$ cat config.mk
export PLATFORM = sky130hd
export DESIGN_NAME = pio_host_engine
export DESIGN_NICKNAME = d
export VERILOG_FILES = /design/src/rtl/pio_pkg.sv /design/src/rtl/pio_cmd_fifo.sv /design/src/rtl/pio_cycle_ctl.sv /design/src/rtl/pio_int_ctl.sv /design/src/rtl/pio_host_engine.sv
export SDC_FILE = /design/constraint.sdc
export NUM_CORES = 1
export LEC_CHECK = 0
export ABC_CLOCK_PERIOD_IN_PS = 3600
export BUFFER_PORTS_ARGS = -buffer_cell sky130_fd_sc_hd__buf_2
export CORE_MARGIN = 2
export CORE_UTILIZATION = 45
export DETAILED_ROUTE_END_ITERATION = 6
export GPL_TIMING_DRIVEN = 0
export HOLD_SLACK_MARGIN = 0.08
export PLACE_DENSITY_LB_ADDON = 0.08
export SLEW_MARGIN = 40
export SYNTH_ARGS = -nofsm -noshare
export SYNTH_HDL_FRONTEND = slang
export SYNTH_HIERARCHICAL = 1
export SYNTH_SLANG_ARGS = --single-unit
$ cat constraint.sdc
create_clock -name clk -period 3.6 [get_ports clk]
set_clock_uncertainty 0.1 [all_clocks]
set_input_delay 0.54 -clock clk [delete_from_list [all_inputs] [get_ports clk]]
set_output_delay 0.54 -clock clk [all_outputs]
set_load 0.01 [all_outputs]
$ cat src/rtl/pio_pkg.sv
package pio_pkg;
  localparam int REG_AW = 8;

  localparam logic [REG_AW-1:0] OFF_CTRL   = 8'h00;
  localparam logic [REG_AW-1:0] OFF_ISTAT  = 8'h10;
  localparam logic [REG_AW-1:0] OFF_IMASK  = 8'h14;
  localparam logic [REG_AW-1:0] OFF_CFG    = 8'h18;
  localparam logic [REG_AW-1:0] OFF_TIMING = 8'h2C;
  localparam logic [REG_AW-1:0] OFF_DATA   = 8'h54;
  localparam logic [REG_AW-1:0] OFF_ALTCTL = 8'h74;
  localparam logic [REG_AW-1:0] OFF_RESULT = 8'h7C;
  localparam logic [REG_AW-1:0] OFF_STATUS = 8'h90;

  typedef struct packed {
    logic        wr;
    logic        cs1;
    logic [2:0]  da;
    logic        wide;
    logic [15:0] data;
  } pio_cmd_t;

  typedef enum logic [1:0] {
    PH_IDLE   = 2'd0,
    PH_SETUP  = 2'd1,
    PH_ACTIVE = 2'd2,
    PH_RECOV  = 2'd3
  } pio_phase_e;
endpackage

$ cat src/rtl/pio_cmd_fifo.sv
module pio_cmd_fifo #(
  parameter int DEPTH = 4,
  parameter int W     = 22,
  localparam int PW   = (DEPTH > 1) ? $clog2(DEPTH) : 1,
  localparam int CW   = $clog2(DEPTH + 1)
) (
  input  logic          clk,
  input  logic          rst_n,
  input  logic          push,
  input  logic [W-1:0]  din,
  input  logic          pop,
  output logic [W-1:0]  dout,
  output logic          full,
  output logic          empty,
  output logic [CW-1:0] count
);
  logic [W-1:0]  mem [DEPTH];
  logic [PW-1:0] wp, rp;

  function automatic logic [PW-1:0] bump(input logic [PW-1:0] p);
    return (p == PW'(DEPTH - 1)) ? '0 : p + 1'b1;
  endfunction

  assign full  = (count == CW'(DEPTH));
  assign empty = (count == '0);
  assign dout  = mem[rp];

  always_ff @(posedge clk or negedge rst_n) begin
    if (!rst_n) begin
      wp    <= '0;
      rp    <= '0;
      count <= '0;
    end else begin
      if (push) wp <= bump(wp);
      if (pop)  rp <= bump(rp);
      if (push && !pop)      count <= count + 1'b1;
      else if (pop && !push) count <= count - 1'b1;
    end
  end

  always_ff @(posedge clk) begin
    if (push) mem[wp] <= din;
  end
endmodule

$ cat src/rtl/pio_cycle_ctl.sv
module pio_cycle_ctl
  import pio_pkg::*;
#(
  parameter int SET_W = 4,
  parameter int ACT_W = 8,
  parameter int REC_W = 8,
  localparam int MX1  = (SET_W > ACT_W) ? SET_W : ACT_W,
  localparam int CNT_W = (MX1 > REC_W) ? MX1 : REC_W
) (
  input  logic             clk,
  input  logic             rst_n,
  input  logic             start,
  input  pio_cmd_t         cmd,
  input  logic [SET_W-1:0] t_setup,
  input  logic [ACT_W-1:0] t_active,
  input  logic [REC_W-1:0] t_recov,
  input  logic             iordy_en,
  input  logic             iordy,
  input  logic [15:0]      dd_in,
  output logic             take,
  output logic             busy,
  output logic             done,
  output logic             cs0_n,
  output logic             cs1_n,
  output logic [2:0]       da,
  output logic             dior_n,
  output logic             diow_n,
  output logic [15:0]      dd_out,
  output logic             dd_oe,
  output logic             rd_valid,
  output logic             rd_wide,
  output logic [15:0]      rd_data
);
  pio_phase_e       phase;
  pio_cmd_t         cur;
  logic [CNT_W-1:0] cnt, len_s, len_a, len_r;
  logic             hold;
  logic             addr_phase, last;

  // a zero count still lasts one clock
  assign len_s = (t_setup  == '0) ? CNT_W'(1) : CNT_W'(t_setup);
  assign len_a = (t_active == '0) ? CNT_W'(1) : CNT_W'(t_active);
  assign len_r = (t_recov  == '0) ? CNT_W'(1) : CNT_W'(t_recov);

  assign last       = (cnt == CNT_W'(1));
  assign take       = (phase == PH_IDLE) && start;
  assign busy       = (phase != PH_IDLE);
  assign done       = (phase == PH_RECOV) && last;
  assign addr_phase = (phase == PH_SETUP) || (phase == PH_ACTIVE);

  assign cs0_n  = !(addr_phase && !cur.cs1);
  assign cs1_n  = !(addr_phase &&  cur.cs1);
  assign da     = cur.da;
  assign dior_n = !((phase == PH_ACTIVE) && !cur.wr);
  assign diow_n = !((phase == PH_ACTIVE) &&  cur.wr);
  assign dd_out = cur.data;
  assign dd_oe  = ((phase == PH_ACTIVE) && cur.wr) || ((phase == PH_RECOV) && hold);
  assign rd_wide = cur.wide;

  always_ff @(posedge clk or negedge rst_n) begin
    if (!rst_n) begin
      phase    <= PH_IDLE;
      cur      <= '0;
      cnt      <= '0;
      hold     <= 1'b0;
      rd_valid <= 1'b0;
      rd_data  <= '0;
    end else begin
      rd_valid <= 1'b0;
      unique case (phase)
        PH_IDLE: if (start) begin
          cur   <= cmd;
          cnt   <= len_s;
          phase <= PH_SETUP;
        end
        PH_SETUP: if (last) begin
          cnt   <= len_a;
          phase <= PH_ACTIVE;
        end else cnt <= cnt - 1'b1;
        PH_ACTIVE: if (!last) cnt <= cnt - 1'b1;
        else if (!iordy_en || iordy) begin
          cnt   <= len_r;
          phase <= PH_RECOV;
          hold  <= cur.wr;
          if (!cur.wr) begin
            rd_data  <= dd_in;
            rd_valid <= 1'b1;
          end
        end
        PH_RECOV: begin
          hold <= 1'b0;
          if (last) phase <= PH_IDLE;
          else      cnt   <= cnt - 1'b1;
        end
        default: phase <= PH_IDLE;
      endcase
    end
  end
endmodule

$ cat src/rtl/pio_int_ctl.sv
module pio_int_ctl #(
  parameter int N = 2
) (
  input  logic         clk,
  input  logic         rst_n,
  input  logic [N-1:0] set,
  input  logic         clr_we,
  input  logic         mask_we,
  input  logic [N-1:0] wdata,
  output logic [N-1:0] status,
  output logic [N-1:0] mask,
  output logic         irq
);
  for (genvar i = 0; i < N; i++) begin : g_bit
    always_ff @(posedge clk or negedge rst_n) begin
      if (!rst_n) begin
        status[i] <= 1'b0;
        mask[i]   <= 1'b1;
      end else begin
        if (set[i])                      status[i] <= 1'b1;
        else if (clr_we && wdata[i])     status[i] <= 1'b0;
        if (mask_we)                     mask[i]   <= wdata[i];
      end
    end
  end

  assign irq = |(status & ~mask);
endmodule

$ cat src/rtl/pio_host_engine.sv
module pio_host_engine
  import pio_pkg::*;
#(
  parameter int QDEPTH = 4,
  parameter int SET_W  = 4,
  parameter int ACT_W  = 8,
  parameter int REC_W  = 8,
  localparam int TIM_W = SET_W + ACT_W + REC_W,
  localparam int CMD_W = $bits(pio_cmd_t),
  localparam int QCW   = $clog2(QDEPTH + 1)
) (
  input  logic        clk,
  input  logic        rst_n,
  input  logic        bus_sel,
  input  logic        bus_wr,
  input  logic [7:0]  bus_addr,
  input  logic [31:0] bus_wdata,
  output logic [31:0] bus_rdata,
  output logic        ata_cs0_n,
  output logic        ata_cs1_n,
  output logic [2:0]  ata_da,
  output logic        ata_dior_n,
  output logic        ata_diow_n,
  output logic [15:0] ata_dd_out,
  output logic        ata_dd_oe,
  input  logic [15:0] ata_dd_in,
  input  logic        ata_iordy,
  input  logic        ata_intrq,
  output logic        irq
);
  logic             ctrl_en, cfg_iordy, cfg_noswap;
  logic [TIM_W-1:0] timing;
  logic [31:0]      result;
  logic [31:0]      occ;
  logic [3:0]       busy_nib;
  logic [1:0]       int_stat, int_mask;
  logic             is_tf, q_push, q_full, q_empty, eng_take, eng_busy, eng_done;
  logic             rd_valid, rd_wide;
  logic [15:0]      rd_data, wdata16;
  logic [7:0]       tf_off;
  logic [QCW-1:0]   q_count;
  pio_cmd_t         new_cmd, head_cmd;
  logic             unused_wdata;

  assign unused_wdata = ^bus_wdata[31:TIM_W];

  // task-file window: word offsets from the data port up to the control block
  assign tf_off = bus_addr - OFF_DATA;
  assign is_tf  = (bus_addr >= OFF_DATA) && (bus_addr <= OFF_ALTCTL) && (bus_addr[1:0] == 2'b00);
  assign wdata16 = cfg_noswap ? bus_wdata[15:0] : {bus_wdata[7:0], bus_wdata[15:8]};

  always_comb begin
    new_cmd.wr   = bus_wr;
    new_cmd.cs1  = (bus_addr == OFF_ALTCTL);
    new_cmd.da   = (bus_addr == OFF_ALTCTL) ? 3'd6 : tf_off[4:2];
    new_cmd.wide = (bus_addr == OFF_DATA);
    new_cmd.data = (bus_addr == OFF_DATA) ? wdata16 : {8'h00, bus_wdata[7:0]};
  end

  assign q_push = bus_sel && is_tf && !q_full;

  pio_cmd_fifo #(.DEPTH(QDEPTH), .W(CMD_W)) u_q (
    .clk(clk), .rst_n(rst_n), .push(q_push), .din(new_cmd),
    .pop(eng_take), .dout(head_cmd), .full(q_full), .empty(q_empty), .count(q_count)
  );

  pio_cycle_ctl #(.SET_W(SET_W), .ACT_W(ACT_W), .REC_W(REC_W)) u_cyc (
    .clk(clk), .rst_n(rst_n), .start(!q_empty && ctrl_en), .cmd(head_cmd),
    .t_setup(timing[SET_W-1:0]),
    .t_active(timing[SET_W+ACT_W-1:SET_W]),
    .t_recov(timing[TIM_W-1:SET_W+ACT_W]),
    .iordy_en(cfg_iordy), .iordy(ata_iordy), .dd_in(ata_dd_in),
    .take(eng_take), .busy(eng_busy), .done(eng_done),
    .cs0_n(ata_cs0_n), .cs1_n(ata_cs1_n), .da(ata_da),
    .dior_n(ata_dior_n), .diow_n(ata_diow_n),
    .dd_out(ata_dd_out), .dd_oe(ata_dd_oe),
    .rd_valid(rd_valid), .rd_wide(rd_wide), .rd_data(rd_data)
  );

  pio_int_ctl #(.N(2)) u_int (
    .clk(clk), .rst_n(rst_n), .set({eng_done, ata_intrq}),
    .clr_we(bus_sel && bus_wr && (bus_addr == OFF_ISTAT)),
    .mask_we(bus_sel && bus_wr && (bus_addr == OFF_IMASK)),
    .wdata(bus_wdata[1:0]), .status(int_stat), .mask(int_mask), .irq(irq)
  );

  always_ff @(posedge clk or negedge rst_n) begin
    if (!rst_n) begin
      ctrl_en    <= 1'b0;
      cfg_iordy  <= 1'b0;
      cfg_noswap <= 1'b0;
      timing     <= '0;
      result     <= '0;
    end else begin
      if (bus_sel && bus_wr) begin
        unique case (bus_addr)
          OFF_CTRL:   ctrl_en <= bus_wdata[0];
          OFF_CFG: begin
            cfg_iordy  <= bus_wdata[1];
            cfg_noswap <= bus_wdata[6];
          end
          OFF_TIMING: timing <= bus_wdata[TIM_W-1:0];
          default: ;
        endcase
      end
      if (rd_valid)
        result <= rd_wide ? {16'h0, cfg_noswap ? rd_data : {rd_data[7:0], rd_data[15:8]}}
                          : {24'h0, rd_data[7:0]};
    end
  end

  assign occ      = 32'(q_count) + {31'h0, eng_busy};
  assign busy_nib = (occ > 32'd15) ? 4'hF : occ[3:0];

  always_comb begin
    unique case (bus_addr)
      OFF_CTRL:   bus_rdata = {31'h0, ctrl_en};
      OFF_ISTAT:  bus_rdata = {30'h0, int_stat};
      OFF_IMASK:  bus_rdata = {30'h0, int_mask};
      OFF_CFG:    bus_rdata = {25'h0, cfg_noswap, 4'h0, cfg_iordy, 1'b0};
      OFF_TIMING: bus_rdata = 32'(timing);
      OFF_RESULT: bus_rdata = result;
      OFF_STATUS: bus_rdata = {busy_nib, 28'h0};
      default:    bus_rdata = 32'h0;
    endcase
  end
endmodule

==> impl_metrics.ini, run 1 <==
[status]
status = finished, final reports clean

[synth]
ys.flop_type = dfrtp_1
ys_ff_latch = 188
synth.top_cell.area_share_pct = 29.46
netlist.top_cell.by_area = edfxtp_1
synth_area_leaders = edfxtp_1 29%, dfrtp_1 27%, mux2_2 7.9%
avgSynthCellArea_um2 = 14.06
ys_types = 73
ys.warnings.count = 6
syn_inst = 638
synth_edf_count = 88
async_reset_ff_share_pct = 53.19
synth-seq-area-share_pct = 57.39
synthesis.area_um2 = 8970

[timing]
fin_crit_sh_pct = 90.59
max_freq_ghz = 0.3066
fin_crit_ns = 3.261
slew_headroom_pct = 54.01
setup_violations = 0
final_max_slew_viol_count = 0
hold_viol = 0
worst_pin_slew_ns = 0.6846
rsz0062_at_grt = no
hold_slack_ns = 0.2050

[finish]
postLayoutCoreUtil_pct = 53.59
final_common_cell = buf_2
area_delta_synth_final_pct = 16.67
final_nets = 848
mostFrequentLayoutCells = 104 x buf_2, 98 x dfrtp_1, 88 x edfxtp_1
drive_gt1_share_pct = 36.63

[placed_design]
io_buffer_count = 98
gp_congestion = 0.8422
dpl.hpwl_um = 14990

[grt]
overflow = 0
antenna_found_initial = 1
grt_use_total_pct = 19.92
grt_start_max_net_pins = 66
grt_pass1_wl_um = 32450
grt_pass1_vias = 5699

[routing]
vias = 5681
route.detailed.drc = 0
finalWirelength_um = 20780
drtAntennaViolNets = 0
dr.pass1.iters = 5
via_per_inst = 5.442
first_iter_violations = 293
wl_per_cell_um = 19.91

[worst_setup_path]
end_kind = flip-flop
required_ns = 3.84
slowest_delay_ns = 0.53
cp_max_fo = 10
cp_slowest_cell = or4b_1
ff2ff_path_depth = 12
path_cells = buf_2, or4b_1, buf_6, or2_2, buf_2, a211oi_2, ha_1, inv_1, fa_1, xor2_1, nor2_1, xor2_1
cp_top_family = simple AND/OR/NAND/NOR gates
critPathLaunchType = primary input
critPathBufInv = 4
cp_data_arrival_time_ns = 3.50
worst-path-stages = 12
critPathKind = primary input to flip-flop

[clock_network]
cts_setup_buffers = 0
clock_sinks = 188
insertion_delay_ns = 0.42
clk_pin_slew_ns = 0.07
root_buffer = clkbuf_16
cts_made_buffers = 17
cts_max_level = 4
cts_tree = yes
cts_buffer_depth = 2

[floorplanning]
ioPinCount = 119
die_area_um2 = 21080
die_w_um = 145.2
core_um2 = 19530
initial_utilization_pct = 45.94
die_h_um = 145.2
fp-row-count = 51

[pwr]
total_power_w = 0.004367
ir_drop_mv = 0.3462
power.density_nw_per_um2 = 417.3
leakagePower_nw = 4.540

[hold_path]
hold_path_class = primary input to flip-flop
min_path_cells = 2

[run]
cap_viol_max_count = 0
[final timing paths]
check,startpoint,end,slack [ns]
worst min register to register,u_int/status[1]$_DFFE_PN0P_,u_int/status[1]$_DFFE_PN0P_,0.41
max in group asynchronous,rst_n,timing[6]$_DFFE_PN0P_,2.30
min in group asynchronous,rst_n,u_cyc/da[2]$_DFFE_PN0P_,0.47
worst max-delay path,bus_addr[1],u_q/count[2]$_DFFE_PN0P_,0.34
worst max register to register,u_q/count[0]$_DFFE_PN0P_,u_q/count[2]$_DFFE_PN0P_,0.49
worst min-delay path,ata_intrq,u_int/status[0]$_DFFE_PN0P_,0.20
[metrics by stage]
step	setup WS, ns	cells	cell area (um2)	TNS, ns
floorplan	0.3696	645	8996	0
global placement	-0.2565	1008	9818	-22.20
detailed placement	-0.04445	1009	9866	-0.04445
CTS	0.1900	1042	10450	0
global route	0.1941	1044	10470	0
finish	0.3389	1044	10470	0
[cells by family (layout without fill, tap and decap cells)]
family | Yosys count | count (layout) | share of synthesized area (%)
flip-flops | 188 | 188 | 57.39
AND/OR/NAND/NOR | 122 | 122 | 7.756
multiplexers | 121 | 121 | 18.23
AO/OA/AOI/OAI | 91 | 91 | 7.267
buffers and inverters | 90 | 223 | 5.914
adder cells (fa/ha/maj) | 21 | 21 | 3.013
XOR/XNOR | 4 | 4 | 0.3906
other | 1 | 9 | 0.04181
[synthesized netlist by cell type, types with 4 or more instances]
master    instances
inv_1            32
nor2b_1           4
and2_1           10
or4_1             4
mux2_4           11
a22oi_1           6
nand2b_1          9
a21oi_1          13
mux4_2           18
clkbuf_1         13
mux2i_1          25
nor3_1           13
edfxtp_1         88
o21ai_0          15
nor2_1           29
nand2_1          22
mux2_2           63
buf_4            27
buf_2             7
mux4_1            4
buf_6             4
o22ai_1          12
dfrtp_1          98
nor4_1            7
ha_1             20
a22o_1           15
[flip-flops by register name, indices dropped and copies added (netlist names)]
register,count
cfg_iordy,1
cfg_noswap,1
ctrl_en,1
result,16
timing,20
u_cyc/cnt,8
u_cyc/cur,2
u_cyc/da,3
u_cyc/dd_out,16
u_cyc/hold,1
u_cyc/phase,2
u_cyc/rd_data,16
u_cyc/rd_valid,1
u_cyc/rd_wide,1
u_int/mask,2
u_int/status,2
u_q/count,3
u_q/mem,88
u_q/rp,2
u_q/wp,2
[area by class of cell]
| type | count | area, um2 |
|---|---|---|
| Antenna cell | 1 | 2.502 |
| Fill cell | 1707 | 9061 |
| Buffer | 58 | 411.6 |
| Tap cell | 265 | 331.6 |
| Sequential cell | 188 | 5147 |
| Inverter | 32 | 120.1 |
| Multi-Input combinational cell | 367 | 3328 |
| Clock inverter | 15 | 148.9 |
| Clock buffer | 17 | 425.4 |
| Timing Repair Buffer | 101 | 549.3 |
[power by group]
group	switching [W]	leakage, nW	total (W)	internal (W)
clock network	0.000878	0.276	0.00180	0.000923
logic	0.000135	2.11	0.000239	0.000104
registers	0.0000474	2.16	0.00233	0.00228
total	0.00106	4.54	0.00437	0.00331
[worst register-to-register path: cells and delay by family (launching register included)]
family	cells	cell delay [ns]
and+or+nand+nor	4	0.81
xor gates and xnor gates	2	0.33
buffers and inverters	4	0.70
DFF	1	0.48
adders and majority gates	2	0.62
[routing by layer]
metal,wire [um],global-route usage [%],share of wire [%]
met1,9005,25.45,43
met2,10560,34.81,51
met3,801,3.459,3.9
met4,415,6.078,2.0
met5,0,0,0
[what timing repair did]
action,CTS,global route
setup endpoints to repair,0,1
hold buffers,1,0
endpoints found under the hold margin,33,0
resized for setup,0,1
(Power assumes the default switching activity.)
==> run 2, diff against run 1 <==
--- a/config.mk
+++ b/config.mk
@@ -8,7 +8,7 @@
 export ABC_CLOCK_PERIOD_IN_PS = 3600
 export BUFFER_PORTS_ARGS = -buffer_cell sky130_fd_sc_hd__buf_2
 export CORE_MARGIN = 2
-export CORE_UTILIZATION = 45
+export CORE_UTILIZATION = 58
 export DETAILED_ROUTE_END_ITERATION = 6
 export GPL_TIMING_DRIVEN = 0
 export HOLD_SLACK_MARGIN = 0.08
==> run 2 against run 1 <==
Effect of this change: sequential share of layout area grew 0.52 points; total power grew 0.53%; flip-flop and latch count unchanged; non-clock buffer count shrank 1; final cell count down 7.5%; global-route usage grew 4.3 points; register-to-register slack got worse by 0.14 ns; core utilization is 15 points higher; maximum frequency grew 0.24%; sequential power about the same; critical path depth unchanged; critical path type is now flip-flop to flip-flop.
==> impl_metrics.ini, run 2 (synthesis results as in run 1) <==
[status]
status = finished, final reports clean

[finish]
final_nets = 847
mostFrequentLayoutCells = 104 x buf_2, 98 x dfrtp_1, 88 x edfxtp_1
final_common_cell = buf_2
nFillCells = 1106
reg.largest.list = u_q/mem x88, timing x20
top_register = u_q/mem
drive_gt1_share_pct = 36.04
area_delta_synth_final_pct = 15.44
largest_reg_flops = 88

[timing]
tns_ns = 0
max_freq_ghz = 0.3074
hold_slack_ns = 0.2181
slew_headroom_pct = 44.30
setup_violations = 0
worst_pin_slew_ns = 0.8284
fin_crit_ns = 3.253
hold_viol = 0
fin_crit_sh_pct = 90.37
setup_slack_ns = 0.3467
final_max_slew_viol_count = 0
rsz0062_at_grt = no

[worst_setup_path]
cp_max_fo = 10
critPathKind = flip-flop to flip-flop
end_kind = flip-flop
r2r_slack_ns = 0.35
critPathLaunchType = flip-flop
cp_data_arrival_time_ns = 3.50
required_ns = 3.84

[routing]
wl_met3_um = 1036
finalWirelength_um = 19320
wl_met2_um = 9176
dr.pass1.iters = 5
wl_met1_um = 8839
route.detailed.drc = 0
wl_per_cell_um = 20.00
first_iter_violations = 470
drtAntennaViolNets = 0
top_layer = met5
via_per_inst = 5.880
vias = 5680

[grt]
grt_pass1_vias = 5616
grt_use_total_pct = 24.27
grt_start_max_net_pins = 76
overflow = 0
grt_pass1_wl_um = 29950
antenna_found_initial = 2

[run]
cap_viol_max_count = 0

[floorplanning]
die_area_um2 = 16480
core_um2 = 15150
die_w_um = 128.4
ioPinCount = 119
initial_utilization_pct = 59.22
fp-row-count = 45
die_h_um = 128.4

[clock_network]
insertion_delay_ns = 0.42
cts_max_level = 4
cts_setup_buffers = 0
root_buffer = clkbuf_16
cts_tree = yes
clk_pin_slew_ns = 0.06
clock_sinks = 188
cts_made_buffers = 17
cts_buffer_depth = 2

[placed_design]
dpl.hpwl_um = 13910
io_buffer_count = 98
gp_congestion = 0.8902
pre_cts_ws_ns = -0.06429

[hold_path]
hold_path_class = primary input to flip-flop

[pwr]
ir_drop_mv = 0.3425
power.density_nw_per_um2 = 424.0
leakagePower_nw = 4.543
==> run 2: final cells by class <==
| type | count | area (um2) | area share, % |
|---|---|---|---|
| buffer | 58 | 410.4 | 3.963 |
| tap | 188 | 235.2 | 2.272 |
| multi-input combinational | 367 | 3323 | 32.09 |
| sequential | 188 | 5147 | 49.71 |
| antenna | 1 | 2.502 | 0.02417 |
| timing repair buffer | 100 | 538.0 | 5.196 |
| clock buffer | 25 | 499.2 | 4.821 |
| clock inverter | 7 | 78.83 | 0.7612 |
| inverter | 32 | 120.1 | 1.160 |
==> run 2: worst max-delay path: stages, from the launching register on <==
cell	delay [ns]
dfrtp_1	0.46
nor3_1	0.27
nor2b_1	0.14
nand2_1	0.26
buf_1	0.53
inv_1	0.13
inv_1	0.19
ha_1	0.22
inv_1	0.06
fa_1	0.38
xor2_1	0.15
nor2_1	0.11
xor2_1	0.16
==> run 2: final timing paths <==
path,start,end,cells after the start
min,ata_intrq,u_int/status[0]$_DFFE_PN0P_,2
min in group asynchronous,rst_n,u_cyc/dd_out[13]$_DFFE_PN0P_,2
max reg2reg,u_q/count[0]$_DFFE_PN0P_,u_q/count[2]$_DFFE_PN0P_,12
max,u_q/count[0]$_DFFE_PN0P_,u_q/count[2]$_DFFE_PN0P_,12
min reg2reg,u_cyc/dd_out[12]$_DFFE_PN0P_,u_cyc/dd_out[12]$_DFFE_PN0P_,1
max in group asynchronous,rst_n,u_int/mask[1]$_DFFE_PN1P_,3
==> run 2: routing by layer <==
metal,track usage (%),up-vias
met1,34.77,2863
li1,-,2610
met2,37.95,181
met3,5.780,24
met5,0,-
met4,6.335,2
==> run 2: stage by stage <==
stage	std cells	utilization, %	total power (W)	area, um2
finish	966	68.37	0.004391	10350
global route	965	68.35	0.004539	10350
CTS	965	68.35	0.004427	10350
detailed placement	932	64.47	0.002604	9764
global placement	931	64.19	0.002578	9722
floorplan	645	-	0.002485	8996
==> run 2: repair_timing <==
| item | 4_1_cts | 5_1_grt |
|---|---|---|
| hold buffers | 1 | 0 |
| endpoints found under the hold margin | 24 | 0 |
| resized for setup | 0 | 0 |
| setup endpoints to repair | 0 | 0 |
==> run 2: power by group <==
group	internal, W	switching [W]	leakage (nW)
combinational	0.000103	0.000130	2.10
sequential	0.00228	0.0000437	2.16
clock	0.00105	0.000784	0.289
